==> src/rtl/tvb_pkg.sv <==
// Shared encodings for the tester-driven bus master.
// Assumes a 2-bit tester request code and an AHB-style transfer encoding.
package tvb_pkg;

    typedef enum logic [1:0] {
        VEC_IDLE  = 2'b00,
        VEC_ADDR  = 2'b01,
        VEC_WRITE = 2'b10,
        VEC_READ  = 2'b11
    } vec_kind_e;

    typedef enum logic [2:0] {
        ST_OFF     = 3'd0,
        ST_ACQUIRE = 3'd1,
        ST_READY   = 3'd2,
        ST_ADDR_PH = 3'd3,
        ST_DATA_PH = 3'd4,
        ST_RELEASE = 3'd5
    } seq_state_e;

    localparam logic [1:0] HTRANS_IDLE   = 2'b00;
    localparam logic [1:0] HTRANS_NONSEQ = 2'b10;
    localparam logic [2:0] HSIZE_WORD    = 3'b010;

endpackage

==> src/rtl/tvb_mode_latch.sv <==
// Decides once per reset whether test mode is entered.
// Assumes: test_en is stable around reset release; mode is left only by reset.
module tvb_mode_latch (
    input  logic clk,
    input  logic rst_n,
    input  logic test_en,
    output logic mode_on
);

    logic armed;

    // Arm during reset, confirm on the first clock after release, then hold.
    always_ff @(posedge clk) begin
        if (!rst_n) begin
            armed   <= test_en;
            mode_on <= 1'b0;
        end else begin
            mode_on <= mode_on | (armed & test_en);
            armed   <= 1'b0;
        end
    end

endmodule

==> src/rtl/tvb_seq.sv <==
// Handshake and transfer sequencer: accepts tester vectors and steps a single
// bus transfer through its address and data phases.
// Assumes: the tester returns its request to idle before the next vector.
module tvb_seq
    import tvb_pkg::*;
(
    input  logic       clk,
    input  logic       rst_n,
    input  logic       mode_on,
    input  logic [1:0] vec_req,
    input  logic       bus_grant,
    input  logic       hready,
    output seq_state_e state,
    output logic       accept,
    output vec_kind_e  kind_q,
    output logic       xfer_done
);

    seq_state_e state_nx;
    vec_kind_e  req_kind;

    assign req_kind  = vec_kind_e'(vec_req);
    assign accept    = (state == ST_READY) && bus_grant && (req_kind != VEC_IDLE);
    assign xfer_done = (state == ST_DATA_PH) && bus_grant && hready;

    // Next-state selection.
    always_comb begin
        state_nx = state;
        unique case (state)
            ST_OFF:     if (mode_on) state_nx = ST_ACQUIRE;
            ST_ACQUIRE: if (bus_grant) state_nx = ST_READY;
            ST_READY: begin
                if (accept) begin
                    state_nx = (req_kind == VEC_ADDR) ? ST_RELEASE : ST_ADDR_PH;
                end
            end
            ST_ADDR_PH: if (bus_grant && hready) state_nx = ST_DATA_PH;
            ST_DATA_PH: if (xfer_done) state_nx = ST_RELEASE;
            ST_RELEASE: if (req_kind == VEC_IDLE) state_nx = ST_READY;
            default:    state_nx = ST_OFF;
        endcase
    end

    // State register.
    always_ff @(posedge clk) begin
        if (!rst_n) state <= ST_OFF;
        else        state <= state_nx;
    end

    // Remember which vector kind is in flight.
    always_ff @(posedge clk) begin
        if (!rst_n)      kind_q <= VEC_IDLE;
        else if (accept) kind_q <= req_kind;
    end

endmodule

==> src/rtl/tvb_datapath.sv <==
// Address, write-data and read-data holding registers.
// Assumes ADDR_W <= DATA_W; the address is loaded from the low vector bits.
module tvb_datapath
    import tvb_pkg::*;
#(
    parameter int ADDR_W = 32,
    parameter int DATA_W = 32
) (
    input  logic              clk,
    input  logic              rst_n,
    input  logic              accept,
    input  logic [1:0]        vec_req,
    input  logic [DATA_W-1:0] vec_din,
    input  logic              xfer_done,
    input  vec_kind_e         kind_q,
    input  logic [DATA_W-1:0] hrdata,
    output logic [ADDR_W-1:0] addr_q,
    output logic [DATA_W-1:0] wdata_q,
    output logic [DATA_W-1:0] rdata_q
);

    localparam int ADDR_STEP = DATA_W / 8;

    vec_kind_e req_kind;
    assign req_kind = vec_kind_e'(vec_req);

    // Held address: loaded by an address vector, stepped after each transfer.
    always_ff @(posedge clk) begin
        if (!rst_n)                               addr_q <= '0;
        else if (accept && req_kind == VEC_ADDR)  addr_q <= vec_din[ADDR_W-1:0];
        else if (xfer_done)                       addr_q <= addr_q + ADDR_W'(ADDR_STEP);
    end

    // Write data captured at acceptance of a write vector.
    always_ff @(posedge clk) begin
        if (!rst_n)                               wdata_q <= '0;
        else if (accept && req_kind == VEC_WRITE) wdata_q <= vec_din;
    end

    // Read data: cleared on any acceptance, filled on read completion.
    always_ff @(posedge clk) begin
        if (!rst_n)                                rdata_q <= '0;
        else if (accept)                           rdata_q <= '0;
        else if (xfer_done && kind_q == VEC_READ)  rdata_q <= hrdata;
    end

endmodule

==> src/rtl/tvec_bus_master.sv <==
// Top: bridges a three-wire tester handshake onto an AHB-style bus master.
// Assumes a single-beat word transfer per vector and an arbiter that may
// withdraw the grant at any cycle.
module tvec_bus_master
    import tvb_pkg::*;
#(
    parameter int ADDR_W = 32,
    parameter int DATA_W = 32
) (
    input  logic              clk,
    input  logic              rst_n,
    input  logic              test_en,
    input  logic [1:0]        vec_req,
    input  logic [DATA_W-1:0] vec_din,
    output logic              tack,
    output logic [DATA_W-1:0] vec_dout,
    output logic              bus_req,
    input  logic              bus_grant,
    output logic [ADDR_W-1:0] haddr,
    output logic [1:0]        htrans,
    output logic              hwrite,
    output logic [2:0]        hsize,
    output logic [DATA_W-1:0] hwdata,
    input  logic [DATA_W-1:0] hrdata,
    input  logic              hready
);

    logic              mode_on;
    seq_state_e        state;
    logic              accept;
    vec_kind_e         kind_q;
    logic              xfer_done;
    logic [ADDR_W-1:0] addr_q;
    logic [DATA_W-1:0] wdata_q;
    logic [DATA_W-1:0] rdata_q;
    logic              in_addr_ph;
    logic              in_data_ph;

    tvb_mode_latch u_mode (
        .clk     (clk),
        .rst_n   (rst_n),
        .test_en (test_en),
        .mode_on (mode_on)
    );

    tvb_seq u_seq (
        .clk       (clk),
        .rst_n     (rst_n),
        .mode_on   (mode_on),
        .vec_req   (vec_req),
        .bus_grant (bus_grant),
        .hready    (hready),
        .state     (state),
        .accept    (accept),
        .kind_q    (kind_q),
        .xfer_done (xfer_done)
    );

    tvb_datapath #(
        .ADDR_W (ADDR_W),
        .DATA_W (DATA_W)
    ) u_dp (
        .clk       (clk),
        .rst_n     (rst_n),
        .accept    (accept),
        .vec_req   (vec_req),
        .vec_din   (vec_din),
        .xfer_done (xfer_done),
        .kind_q    (kind_q),
        .hrdata    (hrdata),
        .addr_q    (addr_q),
        .wdata_q   (wdata_q),
        .rdata_q   (rdata_q)
    );

    assign in_addr_ph = (state == ST_ADDR_PH);
    assign in_data_ph = (state == ST_DATA_PH);

    // Tester-side outputs.
    assign bus_req  = mode_on;
    assign tack     = (state == ST_READY) && bus_grant;
    assign vec_dout = rdata_q;

    // Bus drive: quiet outside the owning phase.
    assign haddr  = in_addr_ph ? addr_q : '0;
    assign htrans = (in_addr_ph && bus_grant) ? HTRANS_NONSEQ : HTRANS_IDLE;
    assign hwrite = in_addr_ph && (kind_q == VEC_WRITE);
    assign hsize  = in_addr_ph ? HSIZE_WORD : 3'b000;
    assign hwdata = (in_data_ph && kind_q == VEC_WRITE) ? wdata_q : '0;

endmodule

==> config.mk <==
export PLATFORM = sky130hd
export DESIGN_NAME = tvec_bus_master
export DESIGN_NICKNAME = d
export VERILOG_FILES = /design/src/rtl/tvb_pkg.sv /design/src/rtl/tvb_mode_latch.sv /design/src/rtl/tvb_seq.sv /design/src/rtl/tvb_datapath.sv /design/src/rtl/tvec_bus_master.sv
export SDC_FILE = /design/constraint.sdc
export NUM_CORES = 1
export LEC_CHECK = 0
export ABC_CLOCK_PERIOD_IN_PS = 2300
export CAP_MARGIN = 30
export CORE_MARGIN = 4
export CORE_UTILIZATION = 45
export CTS_CLUSTER_DIAMETER = 150
export CTS_CLUSTER_SIZE = 20
export DETAILED_ROUTE_END_ITERATION = 7
export PLACE_DENSITY = 0.83
export SYNTH_ARGS = -nofsm -noshare
export SYNTH_HDL_FRONTEND = slang
export SYNTH_SLANG_ARGS = --single-unit
export TNS_END_PERCENT = 5
==> constraint.sdc <==
create_clock -name clk -period 2.3 [get_ports clk]
set_clock_uncertainty 0.15 [all_clocks]
set_input_delay 0.575 -clock clk [delete_from_list [all_inputs] [get_ports clk]]
set_output_delay 0.575 -clock clk [all_outputs]
set_load 0.1 [all_outputs]
* Word level (Yosys, flattened, before mapping)
Index checks and enable logic that the tools add are counted.
Word-level totals: input port bits 71, register bits after elaboration 103, logic and storage cells 57, output and inout bits 104
Cells by class: equality and inequality tests 15, add/sub/neg operators 1, multiplexer cells 14, reductions and logical operators 17, bitwise operators 3
Operators by type and width (count):
- $mux 32 | 4
- $add 32x3->32 const B | 1
- $mux 3 | 7
- $pmux 3 s6 | 1
- $logic_and 1x1->1 | 11
- $ne 2x1->1 const B | 4
- $eq 2x2->1 const B | 3
- $eq 3x2->1 const B | 2
- $eq 3x3->1 const B | 2
- $reduce_and 6->1 | 1
- $mux 2 | 2
- $ne 2x2->1 const B | 2
- $reduce_bool 2->1 | 2
- $eq 3x1->1 const B | 1
- $logic_not 3->1 | 1
- $eq 2x1->1 const B | 1
- $logic_not 2->1 | 1
- $reduce_or 2->1 | 1
- $and 1x1->1 | 1
- $not 1->1 | 1
- $or 1x1->1 | 1

* Logic depth before layout (Yosys ltp)
Gate-level depths: netlist of the first run.
depth after elaboration 5, depth in mapped cells 8, gate-level depth less buffers 6

* Hierarchy
From an unflattened synthesis of the first run, not the netlist that was laid out.
Second synthesis, totals: cell total of the unflattened synthesis 661, area total of the unflattened synthesis 5198.7 um2
Modules (own cells, without submodules):
- tvb_datapath | cells each 493, times used 1, seq. area each 1921.8 um2, area an instance 3910.0 um2
- tvec_bus_master | cells each 123, times used 1, seq. area each 0.0 um2, area an instance 864.6 um2
- tvb_seq | cells each 40, times used 1, seq. area each 100.1 um2, area an instance 364.1 um2
- tvb_mode_latch | cells each 5, times used 1, seq. area each 40.0 um2, area an instance 60.1 um2

* Worst setup path after synthesis of the first run
OpenSTA, ideal clock, no wires.
kind reg2out, from reg u_seq.state[0], to out hwrite, cell stages (with the launch flop) 5, data required time 1.575 ns, arrival 2.406 ns, buffers on the path 1, path slack -0.831 ns, cell sequence dfxtp_1 buf_2 inv_1 nor3b_1 nor2b_1
Between the ends: cells in the longest elaborated chain, start to end 2
RTL lines:
- start, declared | line tvb_seq.sv:13 | output seq_state_e state,
- start signal, assigned | line tvb_seq.sv:47 | else state <= state_nx;
- $eq 3x2->1 | line tvec_bus_master.sv:76 | assign in_addr_ph = (state == ST_ADDR_PH);
- $logic_and 1x1->1 | line tvec_bus_master.sv:87 | assign hwrite = in_addr_ph && (kind_q == VEC_WRITE);
- end, declared | line tvec_bus_master.sv:21 | output logic hwrite,
Every way passes these cells.

* Worst setup path in the final report of the first run
from reg u_seq.state[1], to out hwdata[2]
Between the ends: cells in the longest elaborated chain, start to end 3
RTL lines:
- $eq 3x3->1 | line tvec_bus_master.sv:77 | assign in_data_ph = (state == ST_DATA_PH);
- $logic_and 1x1->1 | line tvec_bus_master.sv:89 | assign hwdata = (in_data_ph && kind_q == VEC_WRITE) ? wdata_q : '0;
- $mux 32 | line tvec_bus_master.sv:89
- end, declared | line tvec_bus_master.sv:23 | output logic [DATA_W-1:0] hwdata,
Every way passes these cells.

==> out/qor_table.md, run 1 <==
| Parameter | Value | Unit |
| --- | --- | --- |
| Largest stage delay, worst path | 0.41 | ns |
| Placement row count | 38 | - |
| Count of yosys warnings during synthesis | 0 | - |
| Highest-delay cell along the critical path | or3b_4 | - |
| Hold Fails Final Rpt | 0 | - |
| CTS root buf | clkbuf_8 | - |
| Area post-placement | 7730 | sq um |
| Via count | 5495 | - |
| H-Tree Level Count | 3 | - |
| Antenna viol nets, final | 0 | - |
| Design Area, Final | 8190 | sq um |
| Net count of the finished layout | 906 | - |
| Area inside the core boundary | 10800 | sq um |
| Top library cells by usage in the layout, fill and taps aside | 164 x nand2_1, 100 x dfxtp_1, 86 x a21oi_1 | - |
| Result of the run | finished with violations | - |
| Count of buffers inserted at the top-level ports | 171 | - |
| Leakage component of the power | 0.00302 | uW |
| Peak Freq | 390 | MHz |
| Worst-case setup slack after placement | -0.165 | ns |
| Initial antenna violation count | 0 | - |
| Ratio of cells with drive above 1 in the final layout | 31.0 | % |
| Global route overflow | 0 | - |
| Ys async rst share | 0 | % |
| #FFs+latches synth | 103 | - |
| Maximum number of pins on one net before global-route repair | 46 | - |
| Worst Path Class, Setup | reg2out | - |
| Post-Synthesis Cells | 645 | - |
| Pins over their slew limit | 0 | - |
| Non-filler cells in the finished layout | 979 | - |
| Setup ws final | -0.266 | ns |
| Data arrival time of the critical path | 1.84 | ns |
| Dominant cell type by count on the critical path | buf_12 | - |
| Gp weighted congestion | 0.966 | - |
| Maximum buffer depth of the clock tree | 2 | - |
| Post-Route Setup TNS | -15.07 | ns |
| Endpoint type of the worst setup path | output pin | - |
| TritonCTS clock tree | built | - |
| Overall fraction of global-route tracks in use | 26.9 | % |
| Area taken by multi-input logic gates | 2830 | sq um |
| Failing checks | setup timing | - |
| Dpl hpwl | 12700 | um |
| Detailed Routing Iterations Pass 1 | 5 | - |
| Initial Util | 45.9 | % |
| Peak VDD IR | 0.295 | mV |
| Clock-pin slew reported for the worst setup and hold paths after clock tree synthesis | 0.09 | ns |
| Number of buffers added by the clock tree synthesis step | 9 | - |
| Most common cell after layout, fill and taps aside | nand2_1 | - |
| DRC violations left | 0 | - |
| Leading cell types by total area after synthesis | dfxtp_1 41%, nand2_1 12%, a21oi_1 8.6%, and2_1 8.4%, a22oi_1 2.0% | - |
| Routed wire length per instance | 18.0 | um |
| Number of top-level design ports | 175 | - |
| Maximum fanout along the worst path | 6 | - |
| Count of flip-flops with a built-in enable after synthesis | 0 | - |
| RSZ-0062 raised after global routing | true | - |
| Die Ht | 113 | um |
| Share of the clock period used by the worst path | 112 | % |
| Setup violations, final | 68 | - |
| Proportion of synthesized chip area in sequential cells | 41.4 | % |
| Kind of start point of the critical path | flip-flop | - |
| Class of the most critical hold timing path | reg2reg | - |
| Synthesized area per cell | 7.71 | sq um |
| Mapped cell area | 4980 | sq um |
| Dominant synthesized flop cell | dfxtp_1 | - |
| Global-route wire length before repair | 27600 | um |
| Violation count after the first detailed-routing iteration | 604 | - |
| Critical path data required time | 1.57 | ns |
| Largest area contributor in the netlist | dfxtp_1 | - |
| Average vias per placed instance | 5.61 | - |
| Count of placed standard cells including taps | 954 | - |
| TritonCTS sink count | 103 | - |
| Final total power | 3430 | uW |
| Max-cap violation count | 0 | - |
| Fillcell total | 732 | - |
| Series of cell instances along the critical path | or3b_4 -> nor2_4 -> buf_12 -> buf_6 -> and2_2 -> buf_12 | - |
| Portion of synthesized cell area occupied by the leading cell type | 41.4 | % |
| Antenna Cells | 0 | - |
| Die X-Extent | 113 | um |
| Combined flip-flop and latch cell area | 2070 | sq um |
| Count of different cell masters after synthesis | 57 | - |
| Die footprint | 12800 | sq um |
| Clock period minus worst slack | 2.57 | ns |
| Number of global-route vias before repair | 5309 | - |
| Clock latency reported for the late side of the worst-skew pair | 0.38 | ns |
| Drt total wl | 17600 | um |
| PwrDens | 419 | nW/um^2 |
| Synth-to-Final Area Change | 64.6 | % |
==> cell usage after synthesis (5+ instances only) <==
cell type	instances
nand2_1	164
dfxtp_1	103
a21oi_1	86
and2_1	67
clkbuf_1	23
buf_2	19
nor2_1	17
a22oi_1	13
o21ai_0	13
nand3_1	12
and3_1	10
nand4_1	8
xnor2_1	8
a31oi_1	6
buf_4	6
o211ai_1	6
o22ai_1	6
and4_1	5
inv_1	5
nor3_1	5
==> logic make-up after synthesis <==
kind of cell / synth area share (%)
adders and majority gates: 0.251
buffers and inverters: 5.68
DFF: 41.4
xor gates and xnor gates: 1.76
AOI/OAI and AO/OA: 17.5
and+or+nand+nor: 32.7
muxes: 0.603
other: 0.0754
==> power breakdown <==
group	switching [uW]	total [uW]	leakage (uW)	internal (uW)
Combinational	177	354	0.00207	177
Sequential	12.6	1810	0.000831	1800
Clock	625	1270	0.000110	643
==> metrics by stage <==
step,util (%),hold WS [ns]
after floorplan,-,0.282
after global placement,71.3,0.289
after detailed placement,71.3,0.293
after CTS,75.5,0.308
after global routing,75.6,0.326
final,75.6,0.308
==> layout make-up <==
class / count / area share, %
Timing Repair Buffer: 227 / 35.1
Tap cell: 140 / 2.14
Clock buffer: 11 / 1.73
Multi-Input combinational cell: 487 / 34.5
Inverter: 6 / 0.336
Sequential cell: 103 / 25.2
Clock inverter: 5 / 0.993
==> sequential cells by signal, summed over array words and instances, names as in the netlist <==
name and flops:
u_seq.kind_q 2, u_dp.addr_q 32, u_mode.mode_on 1, u_mode.armed 1
u_dp.rdata_q 32, u_dp.wdata_q 32, u_seq.state 3
==> metal layers <==
layer	GRT usage, %	share of wire (%)
met3	5.83	8.4
met2	45.9	49
met4	9.29	2.9
met1	33.8	40
met5	0	0
==> critical path: cells and delay by family (launching register included) <==
family        cells  cell delay, ns
simple gates      3            0.69
buf+inv           3            0.43
flops             1            0.34
==> final timing paths <==
| path | depth (start not counted) | startpoint | slack [ns] | to |
|---|---|---|---|---|
| worst max-delay path | 6 | u_seq.state[1]$_SDFFE_PN0P_ | -0.27 | hwdata[2] |
| worst min-delay path | 2 | u_dp.rdata_q[23]$_SDFFE_PP0P_ | 0.31 | u_dp.rdata_q[23]$_SDFFE_PP0P_ |
| worst max register to register | 7 | u_dp.addr_q[2]$_SDFFE_PN0P_ | 0.12 | u_dp.addr_q[22]$_SDFFE_PN0P_ |
| worst min register to register | 2 | u_dp.rdata_q[23]$_SDFFE_PP0P_ | 0.31 | u_dp.rdata_q[23]$_SDFFE_PP0P_ |
==> what timing repair did <==
action,4_1_cts,5_1_grt
resized for setup,78,8
setup buffers,4,2
hold endpoints to repair,0,0
endpoints found under the setup margin,68,68
hold buffers,0,0
pin swaps,29,1
gates cloned,4,0
Power figures use the tool's default switching activity.
==> run 2, diff against run 1 <==
Settings changed: SLEW_MARGIN set to 20.
==> results of run 2 <==
Same layout as run 1: the final DEF is identical, and so are final timing and power.
